==> src/rtl/pia_pkg.sv <==
package pia_pkg;

    localparam int PORT_W = 8;

    // Control register layout, bit 7 first
    typedef struct packed {
        logic f1;        // first-line edge flag
        logic f2;        // second-line edge flag
        logic l2_drv;    // second line is an output
        logic m1;        // output mode high bit / input edge select
        logic m0;        // output mode low bit / input irq enable
        logic to_io;     // data location reaches output register
        logic l1_rise;   // first line active on rising edge
        logic l1_ien;    // first line irq enable
    } ctl_t;

    typedef enum logic [1:0] {
        L2_HANDSHAKE = 2'b00,
        L2_PULSE     = 2'b01,
        L2_FIX_LO    = 2'b10,
        L2_FIX_HI    = 2'b11
    } l2_mode_e;

    typedef enum logic {
        TRIG_ON_READ  = 1'b0,
        TRIG_ON_WRITE = 1'b1
    } trig_e;

    function automatic logic edge_hit(input logic now, input logic prev, input logic rise);
        return rise ? (now & ~prev) : (~now & prev);
    endfunction

    function automatic logic [PORT_W-1:0] merge_io(input logic [PORT_W-1:0] pins,
                                                   input logic [PORT_W-1:0] dir,
                                                   input logic [PORT_W-1:0] outr);
        return (pins & ~dir) | (outr & dir);
    endfunction

endpackage

==> src/rtl/pia_edge.sv <==
module pia_edge (
    input  logic clk,
    input  logic rst,
    input  logic lvl,
    input  logic rise,
    output logic hit
);
    import pia_pkg::*;

    logic prev;

    always_ff @(posedge clk) begin
        prev <= lvl;
    end

    assign hit = ~rst & edge_hit(lvl, prev, rise);

endmodule

==> src/rtl/pia_strobe.sv <==
module pia_strobe #(
    parameter int PULSE_CYC = 4
) (
    input  logic                clk,
    input  logic                rst,
    input  logic                drive_en,
    input  pia_pkg::l2_mode_e   mode,
    input  logic                trig,
    input  logic                release_hit,
    output logic                line
);
    import pia_pkg::*;

    localparam int CW = (PULSE_CYC > 1) ? $clog2(PULSE_CYC) : 1;

    logic [CW-1:0] cnt;

    always_ff @(posedge clk) begin
        if (rst) begin
            line <= 1'b1;
            cnt  <= '0;
        end else if (!drive_en) begin
            line <= 1'b1;
            cnt  <= '0;
        end else begin
            unique case (mode)
                L2_HANDSHAKE: begin
                    if (trig)             line <= 1'b0;
                    else if (release_hit) line <= 1'b1;
                end
                L2_PULSE: begin
                    if (trig) begin
                        line <= 1'b0;
                        cnt  <= CW'(PULSE_CYC - 1);
                    end else if (!line) begin
                        if (cnt == '0) line <= 1'b1;
                        else           cnt  <= cnt - 1'b1;
                    end
                end
                L2_FIX_LO: line <= 1'b0;
                L2_FIX_HI: line <= 1'b1;
            endcase
        end
    end

endmodule

==> src/rtl/pia_port.sv <==
module pia_port #(
    parameter int              PULSE_CYC = 4,
    parameter pia_pkg::trig_e  TRIG      = pia_pkg::TRIG_ON_READ
) (
    input  logic                        clk,
    input  logic                        rst,
    input  logic                        acc,
    input  logic                        acc_rd,
    input  logic                        addr_ctl,
    input  logic [pia_pkg::PORT_W-1:0]  wdata,
    input  logic [pia_pkg::PORT_W-1:0]  pin_in,
    input  logic                        l1,
    input  logic                        l2_in,
    output logic [pia_pkg::PORT_W-1:0]  rd_val,
    output logic [pia_pkg::PORT_W-1:0]  pin_out,
    output logic [pia_pkg::PORT_W-1:0]  pin_oe,
    output logic                        l2_out,
    output logic                        l2_oe,
    output logic                        irq,
    output pia_pkg::ctl_t               ctl_view
);
    import pia_pkg::*;

    logic [5:0]        cfg;
    logic              f1, f2;
    logic [PORT_W-1:0] dir_r, out_r;
    logic              hit1, hit2;
    logic              data_acc, io_rd, io_wr, ctl_wr, trig;

    assign ctl_view = ctl_t'({f1, f2, cfg});

    assign data_acc = acc & ~addr_ctl;
    assign io_rd    = data_acc & ctl_view.to_io & acc_rd;
    assign io_wr    = data_acc & ctl_view.to_io & ~acc_rd;
    assign ctl_wr   = acc & addr_ctl & ~acc_rd;

    generate
        if (TRIG == TRIG_ON_READ) begin : g_trig_rd
            assign trig = io_rd;
        end else begin : g_trig_wr
            assign trig = io_wr;
        end
    endgenerate

    pia_edge u_edge1 (
        .clk  (clk),
        .rst  (rst),
        .lvl  (l1),
        .rise (ctl_view.l1_rise),
        .hit  (hit1)
    );

    pia_edge u_edge2 (
        .clk  (clk),
        .rst  (rst),
        .lvl  (l2_in),
        .rise (ctl_view.m1),
        .hit  (hit2)
    );

    always_ff @(posedge clk) begin
        if (rst) begin
            cfg   <= '0;
            f1    <= 1'b0;
            f2    <= 1'b0;
            dir_r <= '0;
            out_r <= '0;
        end else begin
            if (ctl_wr) cfg <= wdata[5:0];
            if (data_acc && !acc_rd) begin
                if (ctl_view.to_io) out_r <= wdata;
                else                dir_r <= wdata;
            end
            f1 <= hit1 | (f1 & ~io_rd);
            if (ctl_wr && wdata[5]) f2 <= 1'b0;
            else                    f2 <= (hit2 & ~ctl_view.l2_drv) | (f2 & ~io_rd);
        end
    end

    always_comb begin
        if (addr_ctl)            rd_val = ctl_view;
        else if (ctl_view.to_io) rd_val = merge_io(pin_in, dir_r, out_r);
        else                     rd_val = dir_r;
    end

    pia_strobe #(.PULSE_CYC(PULSE_CYC)) u_strobe (
        .clk         (clk),
        .rst         (rst),
        .drive_en    (ctl_view.l2_drv),
        .mode        (l2_mode_e'({ctl_view.m1, ctl_view.m0})),
        .trig        (trig),
        .release_hit (hit1),
        .line        (l2_out)
    );

    assign pin_out = out_r;
    assign pin_oe  = dir_r;
    assign l2_oe   = ctl_view.l2_drv;
    assign irq     = (f1 & ctl_view.l1_ien) | (f2 & ctl_view.m0 & ~ctl_view.l2_drv);

endmodule

==> src/rtl/pia_dual.sv <==
module pia_dual #(
    parameter logic [2:0] CS_MATCH  = 3'b011,
    parameter int         PULSE_CYC = 4
) (
    input  logic       clk,
    input  logic       rst,
    input  logic [2:0] csel,
    input  logic [1:0] reg_sel,
    input  logic       rd,
    input  logic       en,
    input  logic [7:0] wdata,
    output logic [7:0] rdata,
    input  logic [7:0] pa_in,
    output logic [7:0] pa_out,
    output logic [7:0] pa_oe,
    input  logic [7:0] pb_in,
    output logic [7:0] pb_out,
    output logic [7:0] pb_oe,
    input  logic       ca1,
    input  logic       ca2_in,
    output logic       ca2_out,
    output logic       ca2_oe,
    input  logic       cb1,
    input  logic       cb2_in,
    output logic       cb2_out,
    output logic       cb2_oe,
    output logic       irq_a,
    output logic       irq_b
);
    import pia_pkg::*;

    localparam int NPORT = 2;

    logic              en_q, sel, commit;
    logic [PORT_W-1:0] pin_in_v  [NPORT];
    logic [PORT_W-1:0] pin_out_v [NPORT];
    logic [PORT_W-1:0] pin_oe_v  [NPORT];
    logic [PORT_W-1:0] rd_val_v  [NPORT];
    logic              l1_v      [NPORT];
    logic              l2_in_v   [NPORT];
    logic              l2_out_v  [NPORT];
    logic              l2_oe_v   [NPORT];
    logic              irq_v     [NPORT];
    ctl_t              view_v    [NPORT];
    ctl_t              ctl_a, ctl_b;

    always_ff @(posedge clk) begin
        if (rst) en_q <= 1'b0;
        else     en_q <= en;
    end

    assign sel    = (csel == CS_MATCH);
    assign commit = sel & en_q & ~en;

    assign pin_in_v[0] = pa_in;
    assign pin_in_v[1] = pb_in;
    assign l1_v[0]     = ca1;
    assign l1_v[1]     = cb1;
    assign l2_in_v[0]  = ca2_in;
    assign l2_in_v[1]  = cb2_in;

    generate
        for (genvar p = 0; p < NPORT; p++) begin : g_port
            pia_port #(
                .PULSE_CYC (PULSE_CYC),
                .TRIG      ((p == 0) ? TRIG_ON_READ : TRIG_ON_WRITE)
            ) u_port (
                .clk      (clk),
                .rst      (rst),
                .acc      (commit && (reg_sel[1] == p[0])),
                .acc_rd   (rd),
                .addr_ctl (reg_sel[0]),
                .wdata    (wdata),
                .pin_in   (pin_in_v[p]),
                .l1       (l1_v[p]),
                .l2_in    (l2_in_v[p]),
                .rd_val   (rd_val_v[p]),
                .pin_out  (pin_out_v[p]),
                .pin_oe   (pin_oe_v[p]),
                .l2_out   (l2_out_v[p]),
                .l2_oe    (l2_oe_v[p]),
                .irq      (irq_v[p]),
                .ctl_view (view_v[p])
            );
        end
    endgenerate

    assign rdata   = sel ? rd_val_v[reg_sel[1]] : '0;
    assign pa_out  = pin_out_v[0];
    assign pa_oe   = pin_oe_v[0];
    assign pb_out  = pin_out_v[1];
    assign pb_oe   = pin_oe_v[1];
    assign ca2_out = l2_out_v[0];
    assign ca2_oe  = l2_oe_v[0];
    assign cb2_out = l2_out_v[1];
    assign cb2_oe  = l2_oe_v[1];
    assign irq_a   = irq_v[0];
    assign irq_b   = irq_v[1];
    assign ctl_a   = view_v[0];
    assign ctl_b   = view_v[1];

endmodule

==> config.mk <==
export PLATFORM = sky130hd
export DESIGN_NAME = pia_dual
export DESIGN_NICKNAME = d
export VERILOG_FILES = /design/src/rtl/pia_pkg.sv /design/src/rtl/pia_edge.sv /design/src/rtl/pia_strobe.sv /design/src/rtl/pia_port.sv /design/src/rtl/pia_dual.sv
export SDC_FILE = /design/constraint.sdc
export NUM_CORES = 1
export LEC_CHECK = 0
export BUFFER_PORTS_ARGS = -buffer_cell sky130_fd_sc_hd__buf_2
export CAP_MARGIN = 25
export CORE_MARGIN = 4
export CORE_UTILIZATION = 40
export DETAILED_ROUTE_END_ITERATION = 8
export MAX_ROUTING_LAYER = met4
export PLACE_DENSITY_LB_ADDON = 0.3
export SKIP_CTS_REPAIR_TIMING = 1
export SKIP_LAST_GASP = 1
export SYNTH_ARGS = -nofsm -noshare
export SYNTH_HDL_FRONTEND = slang
export SYNTH_SLANG_ARGS = --single-unit
==> constraint.sdc <==
create_clock -name clk -period 1.4 [get_ports clk]
set_input_delay 0 -clock clk [delete_from_list [all_inputs] [get_ports clk]]
set_output_delay 0 -clock clk [all_outputs]
set_load 0.03 [all_outputs]
Word-level counts from Yosys, hierarchy flattened

Index checks and enable logic that the tools add are counted.

Add/subtract/negate cells: 2
Reduce and logical (&&, ||, !) cells: 21
Magnitude comparators: 1
Equal/unequal tests: 13
Multiplexer cells: 30
Bitwise operators: 71

Operator list:

| kind                | number |
|---|---|
| $mux 8              | 8 |
| $and 1x1->1         | 37 |
| $and 8x8->8         | 4 |
| $not 1->1           | 19 |
| $not 8->8           | 2 |
| $or 8x8->8          | 2 |
| $mux 1              | 14 |
| $mux 2              | 6 |
| $eq 2x2->1 const B  | 4 |
| $logic_not 2->1     | 4 |
| $ne 2x1->1 const B  | 4 |
| $pmux 1 s4          | 2 |
| $reduce_and 2->1    | 4 |
| $reduce_or 2->1     | 4 |
| $logic_and 1x1->1   | 6 |
| $ne 3x1->1 const B  | 2 |
| $or 1x1->1          | 6 |
| $reduce_and 3->1    | 2 |
| $eq 2x1->1 const B  | 2 |
| $sub 2x1->2 const B | 2 |
| $eq 3x2->1 const B  | 1 |
| $ge 2x2->1 const B  | 1 |
| $not 1->2           | 1 |
| $logic_not 1->1     | 1 |

Word-level logic and storage cells: 157
Input bits: 37
Bits in registers: 59

Longest topological paths before layout

Depth in word-level cells: 10
Depth in mapped cells: 6
Gate-level depth less buffers: 5

By module

A second synthesis with hierarchy kept.

Cells, all modules: 351
Area total of the unflattened synthesis: 3020.4 µm²

Modules (own cells, without submodules):

| module                      | cells an instance | area each (µm²) | times used |
|---|---|---|---|
| pia_port (g_port[0].u_port) | 136               | 1162.4          | 1 |
| pia_port (g_port[1].u_port) | 136               | 1157.4          | 1 |
| pia_strobe                  | 20                | 167.7           | 2 |
| pia_dual                    | 23                | 200.2           | 1 |
| pia_edge                    | 4                 | 41.3            | 4 |

Worst setup path before layout

OpenSTA, ideal clock, no wires.

Path kind: register -> output
Start: register g_port[0].u_port.cfg[2]
End: output rdata[3]
Arrival time: 1.707 ns
Data required time: 1.400 ns
Stages on the path, launching flop included: 6
Path slack: -0.307 ns
Cells stage by stage: dfxtp_1 buf_2 buf_2 a311oi_1 a211oi_1 a211oi_1

Word-level cells in the longest chain between the ends: 6

Ends and longest elaborated chain:

| what                                       | RTL line       | source |
|---|---|---|
| start: declaration                         | pia_port.sv:24 | `logic [5:0] cfg;` |
| start signal: assignment                   | pia_port.sv:69 | `if (ctl_wr) cfg <= wdata[5:0];` |
| $mux 8                                     | pia_port.sv:82 | `else if (ctl_view.to_io) rd_val = merge_io(pin_in, dir_r, out_r);` |
| $mux 8                                     | pia_port.sv:81 | `if (addr_ctl) rd_val = ctl_view;` |
| $mux 8 (not written as such) (3 in series) | pia_dual.sv:88 | `assign rdata = sel ? rd_val_v[reg_sel[1]] : '0;` |
| $mux 8                                     | pia_dual.sv:88 |  |
| end: declaration                           | pia_dual.sv:12 | `output logic [7:0] rdata,` |

Every way passes these cells. The select of a mux whose other input is x is not followed.

Final worst setup path

Start: register g_port[1].u_port.cfg[2]
End: output rdata[5]

Word-level cells in the longest chain between the ends: 6

Ends and longest elaborated chain:

| what                                       | RTL line |
|---|---|
| start: declaration                         | pia_port.sv:24 |
| start signal: assignment                   | pia_port.sv:69 |
| $mux 8                                     | pia_port.sv:82 |
| $mux 8                                     | pia_port.sv:81 |
| $mux 8 (not written as such) (3 in series) | pia_dual.sv:88 |
| $mux 8                                     | pia_dual.sv:88 |

Every way passes these cells. The select of a mux whose other input is x is not followed.

==> impl_metrics.env <==
export IMPL_skew_ps=8.098
export IMPL_route_top_layer_used="met4"
export IMPL_tightest_slew_ps=375.9
export IMPL_cts_tree="built"
export IMPL_min_period_over_period_pct=119.9
export IMPL_outcome="finished, violations left"
export IMPL_critical_path_most_common_cell="sky130_fd_sc_hd__buf_4"
export IMPL_gp_congestion=0.8333
export IMPL_grt_setup_unrepaired="yes"
export IMPL_cp_max_fo=6
export IMPL_finalHoldViolCount=0
export IMPL_height_of_the_chip_um=92.62
export IMPL_hold_path_class="primary input to register"
export IMPL_timing_critical_path_slowest_cell_delay_ps=370
export IMPL_drt_vias_per_instance=5.241
export IMPL_rows=30
export IMPL_die_width_um=92.62
export IMPL_area_growth_syn_to_layout_pct=42.46
export IMPL_synth_top_cells_by_area="sky130_fd_sc_hd__dfxtp_1 41%, sky130_fd_sc_hd__mux2i_1 17%, sky130_fd_sc_hd__nor2_1 6.9%"
export IMPL_fmaxAchievable_ghz=0.5960
export IMPL_worstPathArrival_ps=1680
export IMPL_fin_setup_tns_ps=-2911
export IMPL_worst_setup_path_start_kind="register"
export IMPL_globalRouteTotalUtil_pct=19.92
export IMPL_clock_root_buffer="sky130_fd_sc_hd__clkbuf_8"
export IMPL_timing_critical_path_max_delay_family="compound AO/OA/AOI/OAI gates"
export IMPL_route_met3_wl_um=422
export IMPL_first_iter_violations=143
export IMPL_antenna_found_initial=0
export IMPL_setup_viol=31
export IMPL_met1Wirelength_um=4015
export IMPL_clock_path_buffers=2
export IMPL_ys_top_cells_by_count="59 x sky130_fd_sc_hd__dfxtp_1, 53 x sky130_fd_sc_hd__nor2_1, 50 x sky130_fd_sc_hd__mux2i_1, 20 x sky130_fd_sc_hd__inv_1, 17 x sky130_fd_sc_hd__a21oi_1"
export IMPL_port_buffers=82
export IMPL_dominantRegCellSynth="sky130_fd_sc_hd__dfxtp_1"
export IMPL_detail_route_first_pass_iterations=5
export IMPL_maxCapViolCount=0
export IMPL_finalNetCount=471
export IMPL_overflow_left_after_global_routing=0
export IMPL_initial_utilization_pct=41.69
export IMPL_cp_buffers_inverters=2
export IMPL_synth_top_area_share_pct=41.24
export IMPL_clk_latency_ps=340
export IMPL_drv_slew=0
export IMPL_vdd_drop_max_v=0.0004659
export IMPL_timing_hold_ws_ps=5.655
export IMPL_fraction_of_layout_cells_with_a_size_suffix_above_1_pct=37.61
export IMPL_yosys_cell_count_top_type="sky130_fd_sc_hd__dfxtp_1"
export IMPL_pwr_density_cell_nw_per_um2=938.6
export IMPL_synth_edff_count=0
export IMPL_detailed_place_hpwl_um=6127
export IMPL_die_area_um2=8578
export IMPL_ys_seq_elements=59
export IMPL_cts_clk_slew_worst_paths_ps=70
export IMPL_multi_input_area_um2=1707
export IMPL_postSynthCellCount=320
export IMPL_numCtsBuffers=9
export IMPL_core_area_um2=6869
export IMPL_crit_path_cell_trace="buf_4, a21oi_1, a31oi_1, a211oi_1, a211oi_2, buf_4"
export IMPL_final_util_pct=59.40
export IMPL_ant_nets=0
export IMPL_yosys_warnings=0
export IMPL_syn_mean_instance_area_um2=8.950
export IMPL_vias=2788
export IMPL_first_global_vias=2637
export IMPL_design_portCount=83
export IMPL_failed_checks="negative setup slack"
export IMPL_grt_max_degree=24
export IMPL_met2_wirelength_um=4103
export IMPL_ys_types=40
export IMPL_async_reset_ff_share_pct=0
export IMPL_synth_seq_area_share_pct=41.24
export IMPL_timing_critical_path_to_type="output port"
export IMPL_synth_top_area_cell="sky130_fd_sc_hd__dfxtp_1"
export IMPL_cell_with_the_largest_stage_delay_on_the_worst_path="sky130_fd_sc_hd__dfxtp_4"
export IMPL_worst_ep_required_time_ps=1400
export IMPL_clock_sinks=59
export IMPL_post_route_worst_setup_slack_ps=-277.9
export IMPL_grt_first_pass_wirelength_um=12940
export IMPL_post_drt_wl_per_cell_um=16.26
export IMPL_syn_cell_area_um2=2864
export IMPL_remaining_drc_errors=0
export IMPL_timing_max_slew_rel_slack_pct=74.29
export IMPL_synthesis_nets=359
export IMPL_timing_worst_setup_path_type="register to output port"
export IMPL_num_fill_cells=620
export IMPL_register_area_um2=1190
export IMPL_htree_levels=3
export IMPL_route_final_wire_length_um=8648
export IMPL_fin_crit_ps=1678
export IMPL_antenna_cells_inserted=0
export IMPL_power_leakage_nw=1.938
where the power goes:
part | internal [mW] | switching [mW] | leakage, nW
combinational | 0.123 | 0.161 | 1.34
sequential | 1.69 | 0.0121 | 0.480
clock | 1.16 | 0.679 | 0.119
total | 2.98 | 0.852 | 1.94
worst reg2reg max path, cell delays in order, from the launching register on:
cell and delay, ps:
sky130_fd_sc_hd__dfxtp_2 330, sky130_fd_sc_hd__nand4b_1 160, sky130_fd_sc_hd__buf_4 180, sky130_fd_sc_hd__or4_4 490, sky130_fd_sc_hd__mux2i_1 180, sky130_fd_sc_hd__nor2_1 50
cell type report:
type                       count  share of cell area [%]
clock buffer                   9                   3.036
clock inverter                 6                   2.576
inverter                      21                   1.932
multi-input combinational    223                   41.83
sequential                    59                   29.16
tap                           96                   2.944
timing repair buffer         118                   18.52
flip-flops by register name, summed over array words and instances, names as in the netlist:
register                     count
g_port.u_port.f2                 2
g_port.u_port.u_edge1.prev       2
g_port.u_port.pin_out           16
g_port.u_port.pin_oe            16
g_port.u_port.f1                 2
g_port.u_port.u_edge2.prev       2
g_port.u_port.u_strobe.line      2
g_port.u_port.cfg               12
g_port.u_port.u_strobe.cnt       4
en_q                             1
cells by family after synthesis:
group / count (synthesis) / synth area share (%)
AOI/OAI and AO/OA: 73 / 17.34
DFF: 59 / 41.24
adders and majority gates: 2 / 0.8736
and+or+nand+nor: 97 / 17.39
muxes: 50 / 17.47
buffers and inverters: 39 / 5.679
path summary, 6_finish.rpt:
path	slack, ps	end	startpoint	cells after the start
min reg2reg	470	g_port[0].u_port.u_strobe.cnt[1]	g_port[0].u_port.u_strobe.cnt[1]	1
max reg2reg	-100	g_port[1].u_port.pin_out[7]	en_q	5
min	6	g_port[0].u_port.f2	wdata[5]	2
max	-280	rdata[5]	g_port[1].u_port.cfg[2]	6
cells in the final DEF, fill, tap and decap left out, types with 4 or more instances in the layout:
master                           n
sky130_fd_sc_hd__a311oi_2        6
sky130_fd_sc_hd__nor2b_1         6
sky130_fd_sc_hd__buf_6           6
sky130_fd_sc_hd__nand2b_1        8
sky130_fd_sc_hd__nand2_1         9
sky130_fd_sc_hd__a211oi_2        8
sky130_fd_sc_hd__a211oi_1        6
sky130_fd_sc_hd__clkbuf_8        9
sky130_fd_sc_hd__dfxtp_1        56
sky130_fd_sc_hd__buf_4          29
sky130_fd_sc_hd__a31oi_1         9
sky130_fd_sc_hd__inv_1          20
sky130_fd_sc_hd__mux2i_1        49
sky130_fd_sc_hd__a21oi_1        15
sky130_fd_sc_hd__dlygate4sd3_1   8
sky130_fd_sc_hd__buf_2          74
sky130_fd_sc_hd__o21a_1          4
sky130_fd_sc_hd__nor2_1         53
routing by layer:
layer	vias up	track usage [%]
li1	1381	-
met1	1307	25.48
met2	89	30.82
met3	11	4.549
met4	0	7.448
met5	-	-
stage by stage:
stage	power, mW	std cells	instance area (um2)	setup slack, ps
final	3.830	532	4080	-277.9
after global routing	3.979	532	4080	-358.1
after CTS	3.816	521	3795	-389.1
after detailed placement	1.989	506	3566	-114.4
after global placement	1.987	506	3566	-71.70
after floorplan	1.853	320	2924	-36.38
Power figures use the tool's default switching activity.
